[src/rtl/ssu_pkg.sv]
package ssu_pkg;
  typedef enum logic [1:0] {
    CS_OFF  = 2'b00,
    CS_RISE = 2'b01,
    CS_FALL = 2'b10,
    CS_RSV  = 2'b11
  } clk_sel_e;

  localparam logic [1:0] ADDR_CTRL = 2'd0;
  localparam logic [1:0] ADDR_STAT = 2'd1;
  localparam logic [1:0] ADDR_DATA = 2'd2;
endpackage

[src/rtl/ssu_sync.sv]
module ssu_sync #(
  parameter int STAGES = 2,
  parameter int W      = 2
) (
  input  logic         clk_i,
  input  logic         rst_i,
  input  logic         clk_pin_i,
  input  logic [W-1:0] data_pin_i,
  output logic [W-1:0] data_sync_o,
  output logic         clk_rise_o,
  output logic         clk_fall_o
);
  localparam int TW = W + 1;

  logic [TW-1:0] stage_q [STAGES];
  logic          clk_prev_q;

  genvar g;
  generate
    for (g = 0; g < STAGES; g++) begin : g_stage
      always_ff @(posedge clk_i) begin
        if (rst_i) stage_q[g] <= '0;
        else if (g == 0) stage_q[g] <= {data_pin_i, clk_pin_i};
        else stage_q[g] <= stage_q[(g == 0) ? 0 : g-1];
      end
    end
  endgenerate

  always_ff @(posedge clk_i) begin
    if (rst_i) clk_prev_q <= 1'b0;
    else clk_prev_q <= stage_q[STAGES-1][0];
  end

  assign data_sync_o = stage_q[STAGES-1][TW-1:1];
  assign clk_rise_o  = stage_q[STAGES-1][0] & ~clk_prev_q;
  assign clk_fall_o  = ~stage_q[STAGES-1][0] & clk_prev_q;
endmodule

[src/rtl/ssu_regs.sv]
module ssu_regs
  import ssu_pkg::*;
#(
  parameter int DATA_W = 8,
  parameter int CNT_W  = 4
) (
  input  logic              clk_i,
  input  logic              rst_i,
  input  logic [1:0]        reg_addr_i,
  input  logic              reg_wr_i,
  input  logic [DATA_W-1:0] reg_wdata_i,
  output logic [DATA_W-1:0] reg_rdata_o,
  input  logic [DATA_W-1:0] data_i,
  input  logic [CNT_W-1:0]  count_i,
  input  logic              flag_i,
  output logic              two_wire_o,
  output clk_sel_e          clk_sel_o,
  output logic              data_we_o,
  output logic              stat_we_o
);
  localparam int PAD_C = DATA_W - 3;
  localparam int PAD_S = DATA_W - 1 - CNT_W;

  logic     two_wire_q;
  clk_sel_e clk_sel_q;
  logic     ctrl_we;

  assign ctrl_we   = reg_wr_i && (reg_addr_i == ADDR_CTRL);
  assign stat_we_o = reg_wr_i && (reg_addr_i == ADDR_STAT);
  assign data_we_o = reg_wr_i && (reg_addr_i == ADDR_DATA);

  always_ff @(posedge clk_i) begin
    if (rst_i) begin
      two_wire_q <= 1'b0;
      clk_sel_q  <= CS_OFF;
    end else if (ctrl_we) begin
      two_wire_q <= reg_wdata_i[0];
      clk_sel_q  <= clk_sel_e'(reg_wdata_i[2:1]);
    end
  end

  always_ff @(posedge clk_i) begin
    if (rst_i) reg_rdata_o <= '0;
    else begin
      case (reg_addr_i)
        ADDR_CTRL: reg_rdata_o <= {{PAD_C{1'b0}}, clk_sel_q, two_wire_q};
        ADDR_STAT: reg_rdata_o <= {flag_i, {PAD_S{1'b0}}, count_i};
        ADDR_DATA: reg_rdata_o <= data_i;
        default:   reg_rdata_o <= '0;
      endcase
    end
  end

  assign two_wire_o = two_wire_q;
  assign clk_sel_o  = clk_sel_q;
endmodule

[src/rtl/ssu_shift.sv]
module ssu_shift
  import ssu_pkg::*;
#(
  parameter int DATA_W = 8,
  parameter int CNT_W  = 4
) (
  input  logic              clk_i,
  input  logic              rst_i,
  input  clk_sel_e          clk_sel_i,
  input  logic              clk_rise_i,
  input  logic              clk_fall_i,
  input  logic              din_i,
  input  logic              data_we_i,
  input  logic [DATA_W-1:0] data_wdata_i,
  input  logic              stat_we_i,
  input  logic [CNT_W-1:0]  cnt_wdata_i,
  input  logic              flag_clr_bit_i,
  output logic [DATA_W-1:0] data_o,
  output logic [CNT_W-1:0]  count_o,
  output logic              flag_o,
  output logic              flag_clr_o
);
  localparam logic [CNT_W-1:0] CNT_MAX = '1;

  logic [DATA_W-1:0] data_q;
  logic [CNT_W-1:0]  count_q;
  logic              flag_q;
  logic              edge_en, any_edge, shift_edge;

  assign edge_en    = (clk_sel_i == CS_RISE) || (clk_sel_i == CS_FALL);
  assign any_edge   = edge_en && (clk_rise_i || clk_fall_i);
  assign shift_edge = ((clk_sel_i == CS_RISE) && clk_rise_i) ||
                      ((clk_sel_i == CS_FALL) && clk_fall_i);
  assign flag_clr_o = stat_we_i && flag_clr_bit_i;

  always_ff @(posedge clk_i) begin
    if (rst_i) data_q <= '0;
    else if (data_we_i) data_q <= data_wdata_i;
    else if (shift_edge) data_q <= {data_q[DATA_W-2:0], din_i};
  end

  always_ff @(posedge clk_i) begin
    if (rst_i) begin
      count_q <= '0;
      flag_q  <= 1'b0;
    end else if (stat_we_i) begin
      count_q <= cnt_wdata_i;
      if (flag_clr_bit_i) flag_q <= 1'b0;
    end else if (any_edge) begin
      count_q <= count_q + 1'b1;
      if (count_q == CNT_MAX) flag_q <= 1'b1;
    end
  end

  assign data_o  = data_q;
  assign count_o = count_q;
  assign flag_o  = flag_q;

  assert_count_step_R4: assert property (@(posedge clk_i) disable iff (rst_i)
    (any_edge && !stat_we_i) |=> (count_q == $past(count_q) + 1'b1));
  assert_flag_sticky_R6: assert property (@(posedge clk_i) disable iff (rst_i)
    (flag_q && !flag_clr_o) |=> flag_q);
  assert_wrap_on_set_R5: assert property (@(posedge clk_i) disable iff (rst_i)
    $rose(flag_q) |-> (count_q == '0));
endmodule

[src/rtl/ssu_pads.sv]
module ssu_pads (
  input  logic clk_i,
  input  logic rst_i,
  input  logic two_wire_i,
  input  logic flag_i,
  input  logic flag_clr_i,
  input  logic clk_fall_i,
  input  logic data_msb_i,
  output logic so_o,
  output logic sda_oe_o,
  output logic scl_oe_o
);
  logic hold_q;

  always_ff @(posedge clk_i) begin
    if (rst_i) begin
      so_o     <= 1'b0;
      sda_oe_o <= 1'b0;
    end else begin
      so_o     <= data_msb_i;
      sda_oe_o <= two_wire_i & ~data_msb_i;
    end
  end

  always_ff @(posedge clk_i) begin
    if (rst_i) hold_q <= 1'b0;
    else if (!two_wire_i || flag_clr_i) hold_q <= 1'b0;
    else if (flag_i && clk_fall_i) hold_q <= 1'b1;
  end

  assign scl_oe_o = hold_q;

  assert_hold_needs_flag_R9: assert property (@(posedge clk_i) disable iff (rst_i)
    scl_oe_o |-> flag_i);
  assert_sda_only_2w_R8: assert property (@(posedge clk_i) disable iff (rst_i)
    sda_oe_o |-> $past(two_wire_i));
endmodule

[src/rtl/ssu_top.sv]
module ssu_top
  import ssu_pkg::*;
#(
  parameter int DATA_W      = 8,
  parameter int CNT_W       = 4,
  parameter int SYNC_STAGES = 2
) (
  input  logic              clk_i,
  input  logic              rst_i,
  input  logic [1:0]        reg_addr_i,
  input  logic              reg_wr_i,
  input  logic [DATA_W-1:0] reg_wdata_i,
  output logic [DATA_W-1:0] reg_rdata_o,
  input  logic              ser_clk_i,
  input  logic              sdi_i,
  input  logic              sda_i,
  output logic              so_o,
  output logic              sda_oe_o,
  output logic              scl_oe_o
);
  logic [1:0]        pin_sync;
  logic              clk_rise, clk_fall, din;
  logic              two_wire, data_we, stat_we, flag, flag_clr;
  clk_sel_e          clk_sel;
  logic [DATA_W-1:0] data;
  logic [CNT_W-1:0]  count;

  ssu_sync #(.STAGES(SYNC_STAGES), .W(2)) u_sync (
    .clk_i(clk_i), .rst_i(rst_i), .clk_pin_i(ser_clk_i),
    .data_pin_i({sda_i, sdi_i}), .data_sync_o(pin_sync),
    .clk_rise_o(clk_rise), .clk_fall_o(clk_fall));

  assign din = two_wire ? pin_sync[1] : pin_sync[0];

  ssu_regs #(.DATA_W(DATA_W), .CNT_W(CNT_W)) u_regs (
    .clk_i(clk_i), .rst_i(rst_i), .reg_addr_i(reg_addr_i), .reg_wr_i(reg_wr_i),
    .reg_wdata_i(reg_wdata_i), .reg_rdata_o(reg_rdata_o), .data_i(data),
    .count_i(count), .flag_i(flag), .two_wire_o(two_wire), .clk_sel_o(clk_sel),
    .data_we_o(data_we), .stat_we_o(stat_we));

  ssu_shift #(.DATA_W(DATA_W), .CNT_W(CNT_W)) u_shift (
    .clk_i(clk_i), .rst_i(rst_i), .clk_sel_i(clk_sel), .clk_rise_i(clk_rise),
    .clk_fall_i(clk_fall), .din_i(din), .data_we_i(data_we),
    .data_wdata_i(reg_wdata_i), .stat_we_i(stat_we),
    .cnt_wdata_i(reg_wdata_i[CNT_W-1:0]), .flag_clr_bit_i(reg_wdata_i[DATA_W-1]),
    .data_o(data), .count_o(count), .flag_o(flag), .flag_clr_o(flag_clr));

  ssu_pads u_pads (
    .clk_i(clk_i), .rst_i(rst_i), .two_wire_i(two_wire), .flag_i(flag),
    .flag_clr_i(flag_clr), .clk_fall_i(clk_fall), .data_msb_i(data[DATA_W-1]),
    .so_o(so_o), .sda_oe_o(sda_oe_o), .scl_oe_o(scl_oe_o));
endmodule

[config.mk]
export PLATFORM = sky130hd
export DESIGN_NAME = ssu_top
export DESIGN_NICKNAME = d
export VERILOG_FILES = /design/src/rtl/ssu_pkg.sv /design/src/rtl/ssu_sync.sv /design/src/rtl/ssu_regs.sv /design/src/rtl/ssu_shift.sv /design/src/rtl/ssu_pads.sv /design/src/rtl/ssu_top.sv
export SDC_FILE = /design/constraint.sdc
export NUM_CORES = 1
export LEC_CHECK = 0
export ABC_AREA = 0
export BUFFER_PORTS_ARGS = -buffer_cell sky130_fd_sc_hd__buf_2
export CORE_MARGIN = 1
export CORE_UTILIZATION = 35
export CTS_CLUSTER_DIAMETER = 50
export DETAILED_ROUTE_END_ITERATION = 7
export GPL_ROUTABILITY_DRIVEN = 1
export PLACE_DENSITY = 0.6
export SYNTH_ARGS = -nofsm -noshare
export SYNTH_HDL_FRONTEND = slang
export SYNTH_SLANG_ARGS = --single-unit
[constraint.sdc]
create_clock -name clk_i -period 1.5 [get_ports clk_i]
set_input_delay 0.225 -clock clk_i [delete_from_list [all_inputs] [get_ports clk_i]]
set_output_delay 0.225 -clock clk_i [all_outputs]
set_load 0.02 [all_outputs]
==> results.md <==
* Worst slew pin tran at 0.438 ns
* Vias in the first global route at 1,071
* Setup crit start kind: flip-flop
* Worst skew pair latency at 0.29 ns
* Area grow syn2layout at 27.8%
* Synth warn at 0
* Status: complete, no violations
* Pleak at 0.797 nW
* Clock Tree Root: clkbuf_8
* RSZ-0062 raised after global routing: yes
* Mapped Avg Cell Area at between 9 and 10 um^2
* DRC viols at 0
* Vias at 1,064
* Net Count, Synth at 160
* Most frequent cells in the layout: dfxtp_1, buf_2, nor2_1
* Total GRT Usage at ~15%
* Io pins at 27
* Setup crit end kind: flip-flop
* H-tree depth at 2
* Number of core rows at 22
* PwrDens at 1220 nW/um^2
* Initial antenna violation count at 0
* Die width at 64.8 um
* Crit-path max FO at 2
* Min Tclk post-route at around 1.5 ns
* Initial drt markers at 70
* Synth Cell Area at about 1400 um^2
* Slew Limit Fails at 0
* Max Fclk at 681 MHz
* Hold-fix buffers at CTS at 0
* Pre-antenna DRT Iters at 4
* Die area at about 4200 um^2
* Core ar. at 3720 um^2
* Critical path class: reg -> reg
* Routed len/inst at roughly 13 um
* # Max-Cap Violations at 0
* Vias per cell at 4.86
* Clock-pin slew on the worst setup and hold paths at 0.07 ns
* Non-Filler Instances at between 200 and 250
* # port buffers at 26
* Dpl cells at 210
* Worst EP required at 1.70 ns
* EDFF count, synth at 0
* Number of CTS-inserted buffers at 5
* Yosys cell types at 30
* Crit share post-route at 97.9%
* IR drop worst, VDD at 511 uV
* Sequential area share after synthesis at 49.3%
* Largest net degree at the start of global routing at 17
* Hold crit path type: in -> reg
* Vert. Die Dim at 64.8 um
* Final Wtd Congestion at 0.756
* DP Worst Slack at -0.0296 ns
* GRT overflow at 0
* Drt total wl at 2770 um
* Post-DRT Antenna Nets at 0
* Mapped Cells at 139
* # setup viols final at 0
* Clock sink count at 34
* Global-route wire length before repair at 4800 um
* Arrival time worst endpoint at ~1.7 ns
* Count of final hold-check violations at 0
* Clock Skew at 0.00459 ns
* Asr flop ratio synth at 0%
* Ys flop type: dfxtp_1
* Starting Density at 37.2%
* Commonest non-fill, non-tap cell in the layout: dfxtp_1
* Diodes inserted at 0
* Final #Nets at 191
* Flops & latches, synth at 34
* Slew headroom at 70.7%
* Max Buffers Root-to-Sink at 2
* Share of layout cells above drive strength 1 at 31.6%
* DP HPWL at around 2000 um
* CTS tree: done
* Setup WS post-layout at 0.0314 ns
-- Yosys cell counts (2+ instances only) --
cell type,count,share of area [%]
dfxtp_1,34,49
nor2_1,23,6.2
mux2i_1,14,10
a211oi_1,9,4.9
nor2b_1,9,4.1
inv_1,6,1.6
ha_1,5,4.5
nand2_1,4,1.1
a22oi_1,3,1.6
a2bb2oi_1,3,1.9
and3_1,3,1.4
buf_2,3,1.1
clkbuf_1,3,0.82
a21oi_1,2,0.72
o21ai_0,2,0.72
xnor2_1,2,1.3
-- power by group --
group	switching (mW)	internal [mW]	leakage (nW)
clock	0.331	0.709	0.0714
sequential	0.0239	0.935	0.279
combinational	0.0854	0.0726	0.446
-- timing repair --
action / in CTS / in global routing
buffers inserted: 0 / 1
resized for setup: 5 / 6
endpoints found under the setup margin: 4 / 7
pin swaps: 1 / 1
-- stage by stage --
stage | area [um^2] | hold slack, ns | power [mW] | util [%] | TNS (ns)
after floorplan | 1400 | 0.353 | 1.07 | - | 0
after global placement | 1580 | 0.421 | 1.13 | 42.6 | 0
after detailed placement | 1580 | 0.432 | 1.13 | 42.6 | -0.0418
after CTS | 1740 | 0.136 | 2.18 | 46.8 | 0
after global routing | 1770 | 0.145 | 2.25 | 47.5 | -0.0213
final | 1770 | 0.146 | 2.16 | 47.5 | 0
-- area by class of cell --
type / count / area [um^2]
clock buffers: 6 / 82.6
flip-flops and latches: 34 / 687
clock inverters: 2 / 60.1
fillers: 365 / 1950
well taps: 48 / 60.1
inverters: 6 / 22.5
multi-input cells: 92 / 686
repair buffers: 31 / 168
-- critical path: stages (launching register included) --
cell and delay, ns:
dfxtp_2 0.33, inv_1 0.04, ha_1 0.30, or4_4 0.48, a311oi_2 0.24
-- logic make-up (layout without fill, tap and decap cells) --
group / after synthesis / after routing / synth area share (%)
AO/OA/AOI/OAI: 23 / 23 / 12.6
adder cells (fa/ha/maj): 5 / 5 / 4.53
buffers and inverters: 13 / 45 / 4.08
AND/OR/NAND/NOR: 47 / 47 / 17.3
XOR/XNOR: 2 / 2 / 1.27
flip-flops: 34 / 34 / 49.3
multiplexers: 15 / 15 / 11.0
-- routing by layer --
| layer | vias up | GRT usage (%) | part of all wire, % |
|---|---|---|---|
| met5 | - | 0 | 0 |
| met4 | 0 | 8.33 | 2.2 |
| met3 | 8 | 4.23 | 3.9 |
| met2 | 25 | 25.9 | 47 |
| met1 | 485 | 17.5 | 47 |
| li1 | 546 | - | - |
-- state kept, by name (all words and copies together) (netlist names) --
register	flops
u_regs.reg_rdata_o	8
u_shift.data_o	8
u_sync.stage_q	6
u_shift.count_o	4
u_regs.clk_sel_o	2
u_pads.scl_oe_o	1
u_pads.sda_oe_o	1
u_pads.so_o	1
u_regs.two_wire_o	1
u_shift.flag_o	1
u_sync.clk_prev_q	1
-- final timing paths --
kind / cells after the start / to / startpoint / slack [ns]
setup / recovery: 4 / u_shift.count_o[3] / u_sync.clk_prev_q / 0.03
hold / removal: 2 / u_sync.stage_q[0][1] / sdi_i / 0.15
setup reg to reg: 4 / u_shift.count_o[3] / u_sync.clk_prev_q / 0.03
hold reg to reg: 1 / u_sync.stage_q[1][0] / u_sync.stage_q[0][0] / 0.44
Power figures use the tool's default switching activity.
